===== config.mk =====
export PLATFORM = sky130hd
export DESIGN_NAME = thermo_setpoint_unit
export DESIGN_NICKNAME = d
export VERILOG_FILES = /design/src/rtl/thermo_pkg.sv /design/src/rtl/thermo_setpoint_regs.sv /design/src/rtl/thermo_compare.sv /design/src/rtl/thermo_conv_timer.sv /design/src/rtl/thermo_setpoint_unit.sv
export SDC_FILE = /design/constraint.sdc
export NUM_CORES = 1
export LEC_CHECK = 0
export BUFFER_PORTS_ARGS = -buffer_cell sky130_fd_sc_hd__buf_2
export CORE_MARGIN = 2
export CORE_UTILIZATION = 55
export DETAILED_ROUTE_END_ITERATION = 6
export PLACE_DENSITY = 0.85
export SYNTH_ARGS = -nofsm -noshare
export SYNTH_HDL_FRONTEND = slang
export SYNTH_SLANG_ARGS = --single-unit

===== constraint.sdc =====
create_clock -name clk -period 3.08 [get_ports clk]
set_clock_uncertainty 0.1 [all_clocks]
set_input_delay 0.616 -clock clk [delete_from_list [all_inputs] [get_ports clk]]
set_output_delay 0.616 -clock clk [all_outputs]
set_load 0.05 [all_outputs]

===== src/rtl/thermo_pkg.sv =====
package thermo_pkg;
  localparam int SAMPLE_W = 12;
  localparam int WORD_W   = 16;
  localparam int BYTE_W   = 8;
  localparam int PTR_W    = 8;
  localparam int RES_W    = 2;
  localparam int FRAC_W   = WORD_W - SAMPLE_W;

  typedef enum logic [RES_W-1:0] {
    RES_9B  = 2'b00,
    RES_10B = 2'b01,
    RES_11B = 2'b10,
    RES_12B = 2'b11
  } res_code_e;

  localparam logic [PTR_W-1:0]  PTR_RELEASE  = 8'h02;
  localparam logic [PTR_W-1:0]  PTR_TRIP     = 8'h03;
  localparam logic [WORD_W-1:0] RELEASE_INIT = 16'h4B00;
  localparam logic [WORD_W-1:0] TRIP_INIT    = 16'h5000;
endpackage


===== src/rtl/thermo_setpoint_regs.sv =====
module thermo_setpoint_regs
  import thermo_pkg::*;
#(
  parameter int P_PTR_W  = PTR_W,
  parameter int P_BYTE_W = BYTE_W,
  parameter int P_WORD_W = WORD_W,
  parameter int P_FRAC_W = FRAC_W,
  parameter logic [P_PTR_W-1:0]  P_REL_PTR  = PTR_RELEASE,
  parameter logic [P_PTR_W-1:0]  P_TRIP_PTR = PTR_TRIP,
  parameter logic [P_WORD_W-1:0] P_REL_INIT = RELEASE_INIT,
  parameter logic [P_WORD_W-1:0] P_TRIP_INIT = TRIP_INIT
) (
  input  logic                clk,
  input  logic                rst,
  input  logic [P_PTR_W-1:0]  ptr,
  input  logic                wr_en,
  input  logic [P_BYTE_W-1:0] wr_data,
  input  logic                rd_en,
  output logic [P_BYTE_W-1:0] rd_data,
  output logic [P_WORD_W-1:0] release_sp,
  output logic [P_WORD_W-1:0] trip_sp
);
  localparam int NREG = 2;
  localparam logic [P_WORD_W-1:0] FRAC_CLR = ~((P_WORD_W)'((1 << P_FRAC_W) - 1));
  localparam logic [NREG-1:0][P_WORD_W-1:0] INIT = {P_TRIP_INIT, P_REL_INIT};
  localparam logic [NREG-1:0][P_PTR_W-1:0]  PTRS = {P_TRIP_PTR, P_REL_PTR};

  logic [NREG-1:0][P_WORD_W-1:0] sp_q;
  logic [NREG-1:0] hit;
  logic            any_hit;
  logic            cur_idx;

  for (genvar gi = 0; gi < NREG; gi++) begin : g_decode
    assign hit[gi] = (ptr == PTRS[gi]);
  end
  assign any_hit = |hit;
  assign cur_idx = hit[1];

  // write staging: high byte waits for its partner
  logic                wr_pend;
  logic                wr_idx;
  logic [P_BYTE_W-1:0] wr_hold;
  logic                commit;

  assign commit = wr_en && any_hit && wr_pend && (wr_idx == cur_idx);

  always_ff @(posedge clk) begin
    if (rst) begin
      wr_pend <= 1'b0;
      wr_idx  <= 1'b0;
      wr_hold <= '0;
    end else if (wr_en) begin
      if (!any_hit) begin
        wr_pend <= 1'b0;
      end else if (commit) begin
        wr_pend <= 1'b0;
      end else begin
        wr_pend <= 1'b1;
        wr_idx  <= cur_idx;
        wr_hold <= wr_data;
      end
    end
  end

  always_ff @(posedge clk) begin
    if (rst) begin
      sp_q <= INIT;
    end else begin
      for (int i = 0; i < NREG; i++) begin
        if (commit && (wr_idx == 1'(i)))
          sp_q[i] <= {wr_hold, wr_data} & FRAC_CLR;
      end
    end
  end

  // read sequencing: high byte, then low byte at the same pointer
  logic rd_pend;
  logic rd_idx;

  always_ff @(posedge clk) begin
    if (rst) begin
      rd_pend <= 1'b0;
      rd_idx  <= 1'b0;
      rd_data <= '0;
    end else if (rd_en) begin
      if (!any_hit) begin
        rd_pend <= 1'b0;
        rd_data <= '0;
      end else if (rd_pend && (rd_idx == cur_idx)) begin
        rd_pend <= 1'b0;
        rd_data <= sp_q[cur_idx][P_BYTE_W-1:0];
      end else begin
        rd_pend <= 1'b1;
        rd_idx  <= cur_idx;
        rd_data <= sp_q[cur_idx][P_WORD_W-1 -: P_BYTE_W];
      end
    end
  end

  assign release_sp = sp_q[0];
  assign trip_sp    = sp_q[1];

  // setpoints only move on a write strobe
  p_quiet_hold_r2: assert property (@(posedge clk) disable iff (rst)
    !wr_en |=> $stable(sp_q));
  // reads at foreign pointers return zero
  p_foreign_read_r4: assert property (@(posedge clk) disable iff (rst)
    (rd_en && !any_hit) |=> (rd_data == '0));
  // writes at foreign pointers touch nothing
  p_foreign_write_r4: assert property (@(posedge clk) disable iff (rst)
    (wr_en && !any_hit) |=> $stable(sp_q));
endmodule


===== src/rtl/thermo_compare.sv =====
module thermo_compare
  import thermo_pkg::*;
#(
  parameter int P_SAMPLE_W = SAMPLE_W,
  parameter int P_WORD_W   = WORD_W,
  parameter int P_RES_W    = RES_W
) (
  input  logic                  clk,
  input  logic                  rst,
  input  logic                  sample_valid,
  input  logic [P_SAMPLE_W-1:0] sample,
  input  logic [P_RES_W-1:0]    res_sel,
  input  logic [P_WORD_W-1:0]   trip_word,
  input  logic [P_WORD_W-1:0]   release_word,
  output logic                  thermo_q
);
  localparam int FW = P_WORD_W - P_SAMPLE_W;
  localparam logic [P_RES_W-1:0] RES_TOP = '1;

  logic [P_RES_W-1:0]    drop;
  logic [P_SAMPLE_W-1:0] keep;
  logic signed [P_SAMPLE_W-1:0] s_m, trip_m, rel_m;
  logic at_or_above, below_release;

  assign drop = RES_TOP - res_sel;
  assign keep = {P_SAMPLE_W{1'b1}} << drop;

  assign s_m    = $signed(sample & keep);
  assign trip_m = $signed(trip_word[P_WORD_W-1:FW] & keep);
  assign rel_m  = $signed(release_word[P_WORD_W-1:FW] & keep);

  assign at_or_above   = (s_m >= trip_m);
  assign below_release = (s_m < rel_m);

  always_ff @(posedge clk) begin
    if (rst)
      thermo_q <= 1'b0;
    else if (sample_valid) begin
      if (at_or_above)
        thermo_q <= 1'b1;
      else if (below_release)
        thermo_q <= 1'b0;
    end
  end

  // stored setpoints never carry fraction bits below 1/16 degree
  p_frac_zero_r3: assert property (@(posedge clk) disable iff (rst)
    (trip_word[FW-1:0] == '0) && (release_word[FW-1:0] == '0));
  // output moves only after a sample strobe
  p_idle_hold_r6: assert property (@(posedge clk) disable iff (rst)
    !sample_valid |=> $stable(thermo_q));
  // an unmasked sample at or above the unmasked trip also trips after masking
  p_trip_r5: assert property (@(posedge clk) disable iff (rst)
    (sample_valid && ($signed(sample) >= $signed(trip_word[P_WORD_W-1:FW])))
      |=> thermo_q);
endmodule


===== src/rtl/thermo_conv_timer.sv =====
module thermo_conv_timer
  import thermo_pkg::*;
#(
  parameter int unsigned P_BASE_TICKS = 7_500_000,
  parameter int P_RES_W = RES_W
) (
  input  logic               clk,
  input  logic               rst,
  input  logic               sample_valid,
  input  logic [P_RES_W-1:0] res_sel,
  output logic               tick
);
  localparam int NCODE = 1 << P_RES_W;
  localparam longint unsigned MAXLIM = longint'(P_BASE_TICKS) << (NCODE - 1);
  localparam int CNT_W = $clog2(MAXLIM + 1);

  logic [CNT_W-1:0]   lim [NCODE];
  logic [CNT_W-1:0]   cnt;
  logic [P_RES_W-1:0] res_act;
  logic               restart;

  for (genvar gi = 0; gi < NCODE; gi++) begin : g_limit
    localparam longint unsigned L = longint'(P_BASE_TICKS) << gi;
    assign lim[gi] = CNT_W'(L);
  end

  assign restart = sample_valid && (res_sel != res_act);

  always_ff @(posedge clk) begin
    if (rst) begin
      res_act <= '1;
      cnt     <= '0;
      tick    <= 1'b0;
    end else if (restart) begin
      res_act <= res_sel;
      cnt     <= '0;
      tick    <= 1'b0;
    end else if (cnt == lim[res_act] - 1'b1) begin
      cnt  <= '0;
      tick <= 1'b1;
    end else begin
      cnt  <= cnt + 1'b1;
      tick <= 1'b0;
    end
  end

  // counter stays inside the adopted period
  p_cnt_range_r9: assert property (@(posedge clk) disable iff (rst)
    cnt < lim[res_act]);
  // tick is a lone pulse
  p_tick_pulse_r9: assert property (@(posedge clk) disable iff (rst)
    tick |=> !tick);
  // a strobe with a new code restarts the count
  p_restart_r10: assert property (@(posedge clk) disable iff (rst)
    (sample_valid && (res_sel != res_act)) |=> ((cnt == '0) && !tick));
  // adopted code only moves at a strobe
  p_code_hold_r8: assert property (@(posedge clk) disable iff (rst)
    !sample_valid |=> $stable(res_act));
endmodule


===== src/rtl/thermo_setpoint_unit.sv =====
module thermo_setpoint_unit
  import thermo_pkg::*;
#(
  parameter int unsigned BASE_TICKS = 7_500_000
) (
  input  logic                clk,
  input  logic                rst,
  input  logic [PTR_W-1:0]    reg_ptr,
  input  logic                reg_wr,
  input  logic [BYTE_W-1:0]   reg_wdata,
  input  logic                reg_rd,
  output logic [BYTE_W-1:0]   reg_rdata,
  input  logic [RES_W-1:0]    res_sel,
  input  logic                temp_valid,
  input  logic [SAMPLE_W-1:0] temp_sample,
  output logic                thermo_out,
  output logic                conv_tick
);
  logic [WORD_W-1:0] release_sp;
  logic [WORD_W-1:0] trip_sp;

  thermo_setpoint_regs u_regs (
    .clk        (clk),
    .rst        (rst),
    .ptr        (reg_ptr),
    .wr_en      (reg_wr),
    .wr_data    (reg_wdata),
    .rd_en      (reg_rd),
    .rd_data    (reg_rdata),
    .release_sp (release_sp),
    .trip_sp    (trip_sp)
  );

  thermo_compare u_cmp (
    .clk          (clk),
    .rst          (rst),
    .sample_valid (temp_valid),
    .sample       (temp_sample),
    .res_sel      (res_sel),
    .trip_word    (trip_sp),
    .release_word (release_sp),
    .thermo_q     (thermo_out)
  );

  thermo_conv_timer #(.P_BASE_TICKS(BASE_TICKS)) u_timer (
    .clk          (clk),
    .rst          (rst),
    .sample_valid (temp_valid),
    .res_sel      (res_sel),
    .tick         (conv_tick)
  );
endmodule


==> flow_summary.json <==
{
  "met2_usage_pct": 38.3,
  "hpwl_um": 6650,
  "rsz0062_at_grt": "false",
  "ys_seq_area_share_pct": 37.1,
  "synthDistinctLibCells": 48,
  "combPwrFrac_pct": 8.1,
  "dieArea_mm2": 0.00796,
  "drive_gt1_share_pct": 14.9,
  "tns_ps": 0,
  "avgRoutedWirePerCell_um": 15.0,
  "vias": 3316,
  "ctsRootBufferMaster": "clkbuf_8",
  "place.gp.congestion": 0.921,
  "worstSkewPairLatency_ps": 340,
  "drc": 0,
  "finalCritPeriodShare_pct": 88.6,
  "setup_viol": 0,
  "num_rows": 31,
  "grt_use_met3_pct": 6.37,
  "nFillCells": 587,
  "internal_power_mw": 1.33,
  "synthCells": 441,
  "synth-edff-count": 0,
  "min_period_ps": 2730,
  "crit_arrival_ps": 2860,
  "powerDensity_mw_per_mm2": 397,
  "pwr-share-seq_pct": 54.8,
  "synth_fp_nets": 508,
  "hold_buffers": 0,
  "rrSetupSlack_ps": 350,
  "crit_required_ps": 3210,
  "cts-resized-gates": 0,
  "numPortBuffers": 44,
  "grt_start_max_net_pins": 27,
  "antenna_found_initial": 0,
  "maxCapViolCount": 0,
  "dpl_cell_area_mm2": 0.00429,
  "swShare_pct": 25.1,
  "grt_pass1_wl_um": 14300,
  "gr-max-usage-layer": "met2",
  "max_freq_ghz": 0.367,
  "p_switching_mw": 0.445,
  "slowest_delay_ps": 500,
  "drtIter0Drc": 187,
  "path_max_fanout": 26,
  "hold_ws_ps": 356,
  "first_global_vias": 3095,
  "leakage_nw": 2.13,
  "avgSynthCellArea_um2": 9.06,
  "final_nets": 552,
  "drtAntennaViolNets": 0,
  "hold_viol": 0,
  "slowest_stage": "dfxtp_1",
  "cp-end-kind": "flop",
  "initial_utilization_pct": 56.0,
  "routed_wl_um": 8860,
  "design.core.area_mm2": 0.00714,
  "post_drt_via_cell_ratio": 5.63,
  "start_kind": "flop",
  "report.final.slew_viol_count": 0,
  "dr.pass1.iters": 5,
  "cts_tree": "done",
  "worst_ir_drop_vdd_mv": 0.210,
  "grt_use_total_pct": 23.4,
  "cts_setup_buffers": 0,
  "die_height_um": 89.2,
  "netlist_area_mm2": 0.00400,
  "grt-ovfl-total": 0,
  "async_reset_ff_share_pct": 0,
  "die_w_um": 89.2,
  "cts_sinks": 74,
  "pin_count": 45,
  "met1_usage_pct": 29.9,
  "status": "complete, no violations",
  "yosysWarnings": 0,
  "syn_to_final_growth_pct": 11.7,
  "clk_pin_slew_ps": 80,
  "synth_ff_type": "dfxtp_1",
  "crit_type": "flop to flop",
  "cts-buffers-inserted": 9,
  "slew_headroom_pct": 62.8,
  "synth_seq_cells": 74,
  "min_path_type": "flop to flop",
  "diodes": 0,
  "clockBufferDepth": 2,
  "worstMarginPinSlew_ps": 544,
  "crit_chain": "inv_1, ha_1, xnor2_1, a2111oi_0, o211ai_1, o31ai_4, buf_4, nor2_1",
  "htree_num_levels": 3,
  "stdcell_area_mm2": 0.00446,
  "clkPwrFrac_pct": 37.1
}
==> flip-flops by register name, indices dropped and copies added, names as in the netlist <==
register           flops
u_regs.rd_pend         1
u_regs.rd_idx          1
u_timer.cnt           26
u_regs.wr_hold         8
u_cmp.thermo_q         1
u_regs.release_sp     12
u_timer.tick           1
u_regs.wr_pend         1
u_regs.rd_data         8
u_regs.wr_idx          1
u_regs.trip_sp        12
u_timer.res_act        2
==> Yosys cell counts (2+ instances only) <==
library cell | instances | area [um^2]
and3_1 | 7 | 43.8
dfxtp_1 | 74 | 1480
a22o_1 | 4 | 35.0
o211ai_1 | 5 | 37.5
a21oi_1 | 9 | 45.0
buf_2 | 2 | 10.0
xnor2_1 | 7 | 61.3
a21o_1 | 2 | 15.0
and2_1 | 4 | 25.0
inv_1 | 26 | 97.6
mux2i_1 | 44 | 440
nor3_1 | 11 | 55.1
o21ai_0 | 13 | 65.1
a31oi_1 | 6 | 37.5
nand2_1 | 26 | 97.6
buf_6 | 2 | 22.5
nor2_1 | 62 | 233
nand4_4 | 2 | 42.5
nand2b_1 | 8 | 50.1
ha_1 | 32 | 400
clkbuf_1 | 9 | 33.8
a211oi_1 | 2 | 15.0
a2111oi_0 | 2 | 17.5
nand3_1 | 18 | 90.1
xor2_1 | 24 | 210
nor4_1 | 2 | 12.5
buf_4 | 2 | 15.0
and4_1 | 3 | 26.3
o22ai_1 | 3 | 18.8
nand4_1 | 12 | 75.1
==> final cells by class <==
class / instances / area (um^2) / area share, %
clock inverter: 6 / 32.5 / 0.729
inverter: 26 / 97.6 / 2.19
tap: 99 / 124 / 2.78
multi-input combinational: 325 / 2330 / 52.2
clock buffer: 10 / 138 / 3.08
sequential: 74 / 1480 / 33.2
timing repair buffer: 49 / 258 / 5.78
==> critical path: cells and delay by family, from the launching register on <==
kind	cells	cell delay, ps
fa+ha+maj	1	240
flops	1	500
buf+inv	2	520
xor+xnor	1	120
compound gates	3	1040
simple gates	1	90
==> layer usage <==
layer  wire length, um  up-vias  share of wire (%)
met5                 0        -                  0
met4               102        0                1.2
met3               584       12                6.6
met2              4180      109                 47
met1              3990     1559                 45
li1                  -     1636                  -
==> final timing paths <==
check,from,to,cells past startpoint
max,u_timer.res_act[1]$_SDFFE_PP1P_,u_timer.cnt[21]$_SDFF_PP0_,8
min,u_regs.rd_data[0]$_SDFFE_PP0P_,u_regs.rd_data[0]$_SDFFE_PP0P_,2
max reg2reg,u_timer.res_act[1]$_SDFFE_PP1P_,u_timer.cnt[21]$_SDFF_PP0_,8
min reg2reg,u_regs.rd_data[0]$_SDFFE_PP0P_,u_regs.rd_data[0]$_SDFFE_PP0P_,2
==> cells in the final DEF, fill, tap and decap left out, drive strengths merged, types with 2 or more instances in the layout <==
cell type  count
a2111oi        2
a211oi         2
a21o           2
a21oi          9
a22o           4
a31oi          6
and2           4
and3           8
and4           3
buf           49
clkbuf        10
clkinv         5
dfxtp         74
ha            32
inv           26
mux2i         44
nand2         27
nand2b         8
nand3         18
nand4         14
nor2          62
nor3          11
nor4           2
nor4b          2
o211ai         5
o21ai         13
o22ai          3
xnor2          7
xor2          24
==> kinds of logic (layout without fill, tap and decap cells) <==
logic type | count (synthesis) | after routing | synth area share (%)
AOI/OAI and AO/OA | 52 | 52 | 8.80
xor gates and xnor gates | 31 | 31 | 6.80
adders and majority gates | 32 | 32 | 10.0
buffers and inverters | 42 | 91 | 4.57
DFF | 74 | 74 | 37.1
muxes | 44 | 44 | 11.0
and+or+nand+nor | 166 | 166 | 21.7
==> power groups by stage <==
| stage | clock network, mW | registers (mW) | logic [mW] |
|---|---|---|---|
| 2_1_floorplan | 0 | 0.996 | 0.0824 |
| 3_3_place_gp | 0 | 0.992 | 0.135 |
| 3_5_place_dp | 0 | 0.992 | 0.141 |
| 4_1_cts | 0.663 | 0.970 | 0.142 |
| 5_1_grt | 0.717 | 0.971 | 0.158 |
| 6_report | 0.658 | 0.970 | 0.143 |
==> metrics by stage <==
stage / instances / setup slack (ps) / util [%] / power, mW
2_1_floorplan: 441 / 607 / - / 1.08
3_3_place_gp: 573 / 375 / 60.1 / 1.13
3_5_place_dp: 573 / 326 / 60.1 / 1.13
4_1_cts: 589 / 385 / 62.5 / 1.77
5_1_grt: 589 / 96.3 / 62.5 / 1.85
6_report: 589 / 352 / 62.5 / 1.77
Note: power is estimated with default switching activity, not from simulation.
